## src/rtl/uart_rx_pkg.sv

```systemverilog
package uart_rx_pkg;
  // Strobes issued by the sequencer to the datapath, one cycle wide.
  typedef struct packed {
    logic shiftBit;   // capture a data bit
    logic capParity;  // capture the parity bit
    logic loadBuf;    // stop sample: move byte and flags into buffer
  } ctlStrobe_t;

  localparam logic [1:0] PAR_EVEN = 2'b01;
  localparam logic [1:0] PAR_ODD  = 2'b10;
endpackage

```

## src/rtl/rx_ctrl.sv

```systemverilog
module rx_ctrl
  import uart_rx_pkg::*;
#(
  parameter int OVERSAMPLE = 8,
  parameter int DATA_W     = 8
) (
  input  logic       clk,
  input  logic       rstN,
  input  logic       tickEn,
  input  logic       lineS,
  input  logic       parityOn,
  output ctlStrobe_t strobes,
  output logic       rxActive
);
  localparam int CNT_W = (OVERSAMPLE > 2) ? $clog2(OVERSAMPLE) : 1;
  localparam int BIT_W = (DATA_W > 2) ? $clog2(DATA_W) : 1;
  localparam int MID   = OVERSAMPLE / 2;

  typedef enum logic [2:0] {S_IDLE, S_START, S_DATA, S_PAR, S_STOP} state_e;

  state_e           state;
  logic [CNT_W-1:0] cnt;
  logic [BIT_W-1:0] bitIdx;
  logic             lastLine;
  logic             cntLast;
  logic             cntMid;

  assign cntLast = (cnt == CNT_W'(OVERSAMPLE - 1));
  assign cntMid  = (cnt == CNT_W'(MID - 1));

  always_ff @(posedge clk) begin
    if (!rstN) begin
      state    <= S_IDLE;
      cnt      <= '0;
      bitIdx   <= '0;
      lastLine <= 1'b1;
    end else if (tickEn) begin
      lastLine <= lineS;
      case (state)
        S_IDLE: begin
          cnt <= '0;
          if (lastLine && !lineS) state <= S_START;
        end
        S_START: begin
          if (cntMid) begin
            cnt    <= '0;
            bitIdx <= '0;
            state  <= lineS ? S_IDLE : S_DATA;
          end else cnt <= cnt + 1'b1;
        end
        S_DATA: begin
          if (cntLast) begin
            cnt    <= '0;
            bitIdx <= bitIdx + 1'b1;
            if (bitIdx == BIT_W'(DATA_W - 1)) state <= parityOn ? S_PAR : S_STOP;
          end else cnt <= cnt + 1'b1;
        end
        S_PAR: begin
          if (cntLast) begin
            cnt   <= '0;
            state <= S_STOP;
          end else cnt <= cnt + 1'b1;
        end
        S_STOP: begin
          if (cntLast) begin
            cnt   <= '0;
            state <= S_IDLE;   // back to idle at the stop sample, any value
          end else cnt <= cnt + 1'b1;
        end
        default: state <= S_IDLE;
      endcase
    end
  end

  always_comb begin
    strobes.shiftBit  = tickEn && cntLast && (state == S_DATA);
    strobes.capParity = tickEn && cntLast && (state == S_PAR);
    strobes.loadBuf   = tickEn && cntLast && (state == S_STOP);
  end

  assign rxActive = (state != S_IDLE);
endmodule

```

## src/rtl/rx_dpath.sv

```systemverilog
module rx_dpath
  import uart_rx_pkg::*;
#(
  parameter int DATA_W = 8
) (
  input  logic              clk,
  input  logic              rstN,
  input  logic              rxLine,
  input  ctlStrobe_t        strobes,
  input  logic              rdStrobe,
  input  logic [1:0]        parityMode,
  output logic              lineS,
  output logic              parityOn,
  output logic [DATA_W-1:0] rxData,
  output logic              bufFull,
  output logic              frameErr,
  output logic              overrun,
  output logic              parityErr
);
  logic [1:0]        syncQ;
  logic [DATA_W-1:0] shiftReg;
  logic              parBit;
  logic              mismatch;

  assign lineS    = syncQ[1];
  assign parityOn = (parityMode == PAR_EVEN) || (parityMode == PAR_ODD);
  assign mismatch = ((^shiftReg) ^ parBit) != (parityMode == PAR_ODD);

  always_ff @(posedge clk) begin
    if (!rstN) begin
      syncQ    <= 2'b11;
      shiftReg <= '0;
      parBit   <= 1'b0;
    end else begin
      syncQ <= {syncQ[0], rxLine};
      if (strobes.shiftBit)  shiftReg <= {lineS, shiftReg[DATA_W-1:1]};
      if (strobes.capParity) parBit   <= lineS;
    end
  end

  always_ff @(posedge clk) begin
    if (!rstN) begin
      rxData    <= '0;
      bufFull   <= 1'b0;
      frameErr  <= 1'b0;
      overrun   <= 1'b0;
      parityErr <= 1'b0;
    end else if (strobes.loadBuf) begin
      rxData    <= shiftReg;
      bufFull   <= 1'b1;
      frameErr  <= ~lineS;
      parityErr <= parityOn & mismatch;
      overrun   <= (overrun | bufFull) & ~rdStrobe;
    end else if (rdStrobe) begin
      bufFull   <= 1'b0;
      frameErr  <= 1'b0;
      overrun   <= 1'b0;
      parityErr <= 1'b0;
    end
  end
endmodule

```

## src/rtl/uart_rx_status.sv

```systemverilog
module uart_rx_status
  import uart_rx_pkg::*;
#(
  parameter int OVERSAMPLE = 8,
  parameter int DATA_W     = 8
) (
  input  logic              clk,
  input  logic              rstN,
  input  logic              tickEn,
  input  logic              rxLine,
  input  logic [1:0]        parityMode,
  input  logic              rdStrobe,
  output logic [DATA_W-1:0] rxData,
  output logic              bufFull,
  output logic              rxActive,
  output logic              frameErr,
  output logic              overrun,
  output logic              parityErr
);
  ctlStrobe_t strobes;
  logic       lineS;
  logic       parityOn;

  rx_ctrl #(.OVERSAMPLE(OVERSAMPLE), .DATA_W(DATA_W)) uCtrl (
    .clk(clk), .rstN(rstN), .tickEn(tickEn), .lineS(lineS),
    .parityOn(parityOn), .strobes(strobes), .rxActive(rxActive)
  );

  rx_dpath #(.DATA_W(DATA_W)) uDpath (
    .clk(clk), .rstN(rstN), .rxLine(rxLine), .strobes(strobes),
    .rdStrobe(rdStrobe), .parityMode(parityMode), .lineS(lineS),
    .parityOn(parityOn), .rxData(rxData), .bufFull(bufFull),
    .frameErr(frameErr), .overrun(overrun), .parityErr(parityErr)
  );
endmodule

```

## config.mk

```make
export PLATFORM = sky130hd
export DESIGN_NAME = uart_rx_status
export DESIGN_NICKNAME = d
export VERILOG_FILES = /design/src/rtl/uart_rx_pkg.sv /design/src/rtl/rx_ctrl.sv /design/src/rtl/rx_dpath.sv /design/src/rtl/uart_rx_status.sv
export SDC_FILE = /design/constraint.sdc
export NUM_CORES = 1
export LEC_CHECK = 0
export BUFFER_PORTS_ARGS = -buffer_cell sky130_fd_sc_hd__buf_4
export CAP_MARGIN = 20
export CORE_MARGIN = 1.5
export CORE_UTILIZATION = 40
export CTS_CLUSTER_DIAMETER = 40
export DETAILED_ROUTE_END_ITERATION = 8
export GPL_ROUTABILITY_DRIVEN = 0
export PLACE_DENSITY = 0.56
export SKIP_LAST_GASP = 1
export SLEW_MARGIN = 20
export SYNTH_ARGS = -nofsm -noshare
export SYNTH_HDL_FRONTEND = slang
export SYNTH_SLANG_ARGS = --single-unit
```

## constraint.sdc

```tcl
create_clock -name clk -period 2.9 [get_ports clk]
set_clock_uncertainty 0.05 [all_clocks]
set_input_delay 0.58 -clock clk [delete_from_list [all_inputs] [get_ports clk]]
set_output_delay 0.58 -clock clk [all_outputs]
set_load 0.01 [all_outputs]
```

==> results of run 1 <==
[registers in the layout, indices dropped and copies added, names as in the netlist, 2 cells and up]
register and cells:
uCtrl.cnt 3, uDpath.shiftReg 8, uCtrl.bitIdx 3, uDpath.syncQ 2, uCtrl.state 3, uDpath.rxData 8
[layer usage]
| metal | share of wire | wire length [um] |
|---|---|---|
| met1 | 0.49 | 1527 |
| met2 | 0.46 | 1453 |
| met5 | 0 | 0 |
| met3 | 0.032 | 99 |
| met4 | 0.014 | 45 |
[layout by cell type, fill, tap and decap left out, drive strengths merged, types with 2 or more instances in the layout]
| cell | synthesis | final |
|---|---|---|
| inv | 4 | 4 |
| buf | 7 | 20 |
| and3b | 2 | 2 |
| clkbuf | 2 | 7 |
| or3b | 3 | 3 |
| ha | 8 | 8 |
| nor3b | 5 | 5 |
| xnor2 | 6 | 6 |
| dfxtp | 33 | 33 |
| o21ai | 6 | 6 |
| a22oi | 2 | 2 |
| a21oi | 8 | 8 |
| o21bai | 2 | 2 |
| nor2 | 24 | 24 |
| nand2b | 5 | 5 |
| mux2i | 19 | 19 |
| nor2b | 4 | 4 |
| a211oi | 2 | 2 |
| nand4 | 6 | 6 |
| nand2 | 5 | 5 |
[worst max path at each step]
stage                        start  cells after the start  slack [ns]               end
floorplan            parityMode[0]                      6        1.15  uDpath.parityErr
global placement     parityMode[0]                      7        0.99  uDpath.parityErr
detailed placement   parityMode[0]                      7        0.97    uCtrl.state[1]
CTS                 uCtrl.state[0]                      2        0.85          rxActive
global route        uCtrl.state[0]                      2        0.81          rxActive
finish              uCtrl.state[0]                      2        0.87          rxActive
[power breakdown]
part           internal [W]  switching (W)
Clock              0.000280       0.000165
Combinational     0.0000182      0.0000232
Sequential         0.000456     0.00000468
Total              0.000754       0.000193
[per-stage QoR]
step | instances | power (W)
finish | 239 | 0.0009473
detailed placement | 231 | 0.0005130
global route | 239 | 0.0009872
CTS | 239 | 0.0009679
floorplan | 170 | 0.0004991
global placement | 231 | 0.0005120
[area by class of cell]
class / count / area share
sequential: 33 / 0.3391
tap: 50 / 0.03211
timing repair buffer: 20 / 0.07707
multi-input combinational: 124 / 0.4843
clock inverter: 1 / 0.01541
clock buffer: 7 / 0.04432
inverter: 4 / 0.007707
[critical path, delay by kind of cell (launching register included)]
kind / cells / cell delay [ns]
buffers and inverters: 1 / 0.16
DFF: 1 / 0.49
and+or+nand+nor: 1 / 0.47
[cell usage after synthesis (2+ instances only)]
cell      number
dfxtp_1       33
nor2_1        24
mux2i_1       19
a21oi_1        8
ha_1           8
nand2_1        5
nand2b_1       5
nand4_1        5
nor3b_1        5
xnor2_1        5
inv_1          4
nor2b_1        4
o21ai_0        3
o21ai_1        3
or3b_1         3
a211oi_1       2
a22oi_1        2
and3b_1        2
buf_1          2
buf_2          2
buf_6          2
clkbuf_1       2
o21bai_1       2
[kinds of logic (layout without fill, tap and decap cells)]
logic type / Yosys count / in the layout
compound gates: 28 / 28
xor+xnor: 8 / 8
fa+ha+maj: 8 / 8
buf+inv: 13 / 32
flops: 33 / 33
mux: 20 / 20
simple gates: 60 / 60
==> results.py, run 1 <==
metrics = {
    "final_layout": {
        "num_antenna_cells": 0,
        "finish.utilization": 0.4870,
        "syn2layout_area_growth_pct": 16.37,
        "finalNetCount": 203,
        "drive_above_1_share": 0.1746,
        "nFillCells": 385,
        "multi_input_area_um2": 943.4,
        "finalInstanceArea_um2": 1948,
        "seq_area_um2": 660.6,
    },
    "critical_path": {
        "critPathMaxFanout": 19,
        "r2r_start": "uCtrl.cnt[0]",
        "end_kind": "output port",
        "path_cells": "or3_1 > buf_4",
        "max_stage_delay_ns": 0.49,
        "critical_path_class": "reg2out",
        "r2r_end": "uDpath.rxData[5]",
        "worstRegToRegCells": 5,
        "critical_path_required_ns": 2.27,
        "cp-start-kind": "register",
        "ff2ff_setup_slack_ns": 0.96,
        "crit_slowest_cell": "dfxtp_1",
        "crit_arrival_ns": 1.40,
    },
    "sta": {
        "setup_viol": 0,
        "slew_headroom": 0.6208,
        "layout_setup_ws_ns": 0.8702,
        "period_minus_slack_ns": 2.030,
        "finalCritPeriodShare": 0.6999,
        "rsz0062_at_grt": "false",
        "report.final.slew_viol_count": 0,
        "final_hold_viol_count": 0,
        "setup_tns_ns": 0,
        "worst_pin_slew_ns": 0.5681,
        "fmax_mhz": 492.7,
        "fin_hold_ws_ns": 0.3616,
    },
    "floorplan": {
        "die_w_um": 67.70,
        "rows": 23,
        "start_util": 0.4185,
        "core_area_um2": 4000,
        "die_y_um": 67.70,
        "io_pins": 20,
        "dieArea_um2": 4583,
    },
    "place": {
        "place_area_um2": 1832,
        "dp_hpwl_um": 2205,
        "portBuffers": 19,
        "dp_slack_ns": 0.9686,
    },
    "synth": {
        "synth_area_um2": 1674,
        "yosysWarningCount": 0,
        "syn-num-nets": 185,
        "ys_seq_area_frac": 0.3946,
        "muxShareOfSynthArea": 0.1226,
        "synth_top_family_by_area": "simple AND/OR/NAND/NOR gates",
        "avgSynthCellArea_um2": 9.848,
        "synthAdderAreaFrac": 0.05979,
        "netlist_instances": 170,
        "synth-edff-count": 0,
        "yosysTopAreaCell": "dfxtp_1",
        "synth_xor_area_frac": 0.06129,
        "yosysUniqueCellTypes": 43,
        "synth_area_leaders": "dfxtp_1, mux2i_1, ha_1",
        "synth-simple-area-share": 0.2003,
        "yosysTopAreaCellShare": 0.3946,
        "synth_seq_cells": 33,
        "ys.flop_type": "dfxtp_1",
        "async_flop_share": 0,
        "synth_compound_area_frac": 0.1196,
    },
    "routing": {
        "drt-total-wl_um": 3125,
        "wl_per_cell_um": 13.08,
        "dr.pass1.iters": 4,
        "viasPerCell": 5.209,
        "num_vias": 1245,
        "route.detailed.drc": 0,
        "drt_iter0_drc": 43,
        "ant_nets": 0,
    },
    "clock_network": {
        "clock_latency_ns": 0.28,
        "htreeDepth": 2,
        "cts.clk_slew.worst_paths_ns": 0.07,
        "ctsResizeCount": 0,
        "clockBufferDepth": 2,
        "cts_buffers": 5,
        "cts_tree": "built",
        "cts.sinks": 33,
        "cts-root-buf": "clkbuf_8",
        "holdBufCountCts": 0,
        "post-cts-setup-buffer-count": 0,
    },
    "global_route": {
        "antenna_found_initial": 0,
        "grt_overflow": 0,
        "grt_use_total": 0.1562,
        "top_usage_layer": "met2",
        "use_met1": 0.1949,
        "grt_pass1_wl_um": 5326,
        "grt_max_degree": 20,
        "grt_pass1_vias": 1151,
        "gr-usage-met3": 0.04833,
        "grtUsageMet2": 0.2463,
    },
    "worst_hold_path": {
        "hold_class": "reg2reg",
        "worstHoldStart": "uDpath.syncQ[0]",
        "worstHoldPathCells": 1,
        "min_to": "uDpath.syncQ[1]",
    },
    "power_and_ir_drop": {
        "p_leak_nw": 0.8660,
        "power_density_nw_per_um2": 486.3,
        "peakVddDrop_mv": 0.3026,
    },
    "run": {
        "drv_cap": 0,
    },
    "outcome": {
        "status": "finished clean",
    },
}
No activity file was read; power rests on OpenSTA's default activity.
==> run 2: changes to the inputs <==
clock period = 1.9 ns   (was 2.9 ns; I/O delays follow)
==> run 2 against run 1 <==
Against the previous run: worst setup slack got worse by 0.74 ns; critical path type unchanged; sequential share of layout area down 0.088 points; largest power group unchanged; cell area increased by 0.45%; flip-flop and latch count stayed put.
==> results.py, run 2 (synthesis results as in run 1) <==
metrics = {
    "outcome": {
        "status": "finished clean",
    },
    "sta": {
        "worst_pin_slew_ns": 0.5165,
        "setup_viol": 0,
        "setup_tns_ns": 0,
        "period_minus_slack_ns": 1.768,
        "report.final.slew_viol_count": 0,
        "rsz0062_at_grt": "false",
        "finalCritPeriodShare": 0.9305,
        "final_hold_viol_count": 0,
        "fmax_mhz": 565.6,
        "slew_headroom": 0.6552,
    },
    "clock_network": {
        "holdBufCountCts": 0,
        "ctsResizeCount": 0,
        "clock_latency_ns": 0.28,
        "cts.clk_slew.worst_paths_ns": 0.07,
        "cts-root-buf": "clkbuf_8",
        "cts.sinks": 33,
        "cts_tree": "built",
        "post-cts-setup-buffer-count": 0,
        "clockBufferDepth": 2,
        "htreeDepth": 2,
        "cts_buffers": 5,
    },
    "run": {
        "drv_cap": 0,
    },
    "critical_path": {
        "critPathMaxFanout": 17,
        "path_cells": "or3_1 > buf_4",
        "max_stage_delay_ns": 0.46,
        "critical_path_class": "reg2out",
        "end_kind": "output port",
        "critical_path_required_ns": 1.47,
        "crit_arrival_ns": 1.34,
        "crit_slowest_cell": "dfxtp_1",
        "cp-start-kind": "register",
        "critical-path-top-delay-family": "flip-flops",
        "crit_buf_inv": 1,
    },
    "power_and_ir_drop": {
        "p_leak_nw": 0.8668,
        "p_comb_frac": 0.053,
        "peakVddDrop_mv": 0.3692,
        "power.internal_w": 0.0009804,
        "p_sw_frac": 0.2372,
        "power_density_nw_per_um2": 656.8,
        "seqPwrFrac": 0.547,
        "pwr-share-clk": 0.400,
        "switchingPower_w": 0.0003049,
    },
    "floorplan": {
        "io_pins": 20,
        "die_w_um": 67.70,
        "core_area_um2": 4000,
        "dieArea_um2": 4583,
        "start_util": 0.4185,
        "die_y_um": 67.70,
        "rows": 23,
    },
    "place": {
        "dp_hpwl_um": 2233,
        "portBuffers": 19,
        "dp.cells": 234,
    },
    "final_layout": {
        "layout_common_cells": "dfxtp_1, nor2_1, buf_4",
        "syn2layout_area_growth_pct": 16.89,
        "layout_commonest_cell": "dfxtp_1",
        "top_regs": "uDpath.rxData (8), uDpath.shiftReg (8)",
        "drive_above_1_share": 0.2031,
        "num_antenna_cells": 0,
        "layout.cells.non_filler": 242,
        "finalNetCount": 206,
    },
    "routing": {
        "drt-total-wl_um": 3192,
        "route.detailed.drc": 0,
        "ant_nets": 0,
        "dr.pass1.iters": 4,
        "viasPerCell": 5.157,
        "drt_iter0_drc": 39,
        "wl_per_cell_um": 13.19,
        "num_vias": 1248,
    },
    "global_route": {
        "antenna_found_initial": 0,
        "grt_max_degree": 20,
        "grt_use_total": 0.1542,
        "grt_pass1_wl_um": 5202,
        "grt_pass1_vias": 1111,
        "grt_overflow": 0,
    },
    "worst_hold_path": {
        "hold_class": "in2reg",
    },
}
==> run 2: cell count changes in the layout (fill, tap and decap cells not counted), sizes merged <==
cell / before / now
buf: 20 / 23
clkinv: 0 / 2
clkinvlp: 0 / 1
clkbuf: 7 / 5
bufinv: 1 / 0
==> run 2: final cells by class <==
class                      count  area (um^2)
clock buffer                   5        68.82
sequential                    33        661.9
multi-input combinational    124        945.9
inverter                       4        15.01
clock inverter                 3        17.52
fill                         370         2043
tap                           50        62.56
timing repair buffer          23        185.2
==> run 2: worst paths after layout <==
path / depth (start not counted) / endpoint / from / slack, ns
worst max-delay path: 2 / rxActive / uCtrl.state[1] / 0.13
worst min-delay path: 2 / uDpath.syncQ[0] / rxLine / 0.23
worst max register to register: 6 / uDpath.rxData[1] / uCtrl.cnt[0] / 0.15
worst min register to register: 1 / uDpath.syncQ[1] / uDpath.syncQ[0] / 0.36
==> run 2: power by group through the flow <==
| stage | Clock (W) | Sequential [W] | Combinational [W] |
|---|---|---|---|
| after floorplan | 0 | 0.000715 | 0.0000472 |
| after CTS | 0.000533 | 0.000703 | 0.0000688 |
| after global routing | 0.000565 | 0.000704 | 0.0000757 |
| after global placement | 0 | 0.000719 | 0.0000671 |
| final | 0.000514 | 0.000704 | 0.0000682 |
| after detailed placement | 0 | 0.000719 | 0.0000684 |
==> run 2: metrics by stage <==
stage	hold slack (ns)	util	total power (W)	setup slack, ns	area (um^2)
after floorplan	0.3363	-	0.0007617	0.3165	1674
after global placement	0.3431	0.4667	0.0007862	0.1474	1867
after detailed placement	0.3480	0.4667	0.0007878	0.09741	1867
after CTS	0.2221	0.4883	0.001305	0.05194	1953
after global routing	0.2185	0.4892	0.001345	0.03275	1957
final	0.2289	0.4892	0.001285	0.1320	1957
==> run 2: per-layer routing <==
metal,global-route usage,up-vias,part of all wire
li1,-,640,-
met5,0,-,0
met1,0.2106,581,0.49
met3,0.05000,2,0.040
met4,0.05357,0,0.0053
met2,0.2267,25,0.46
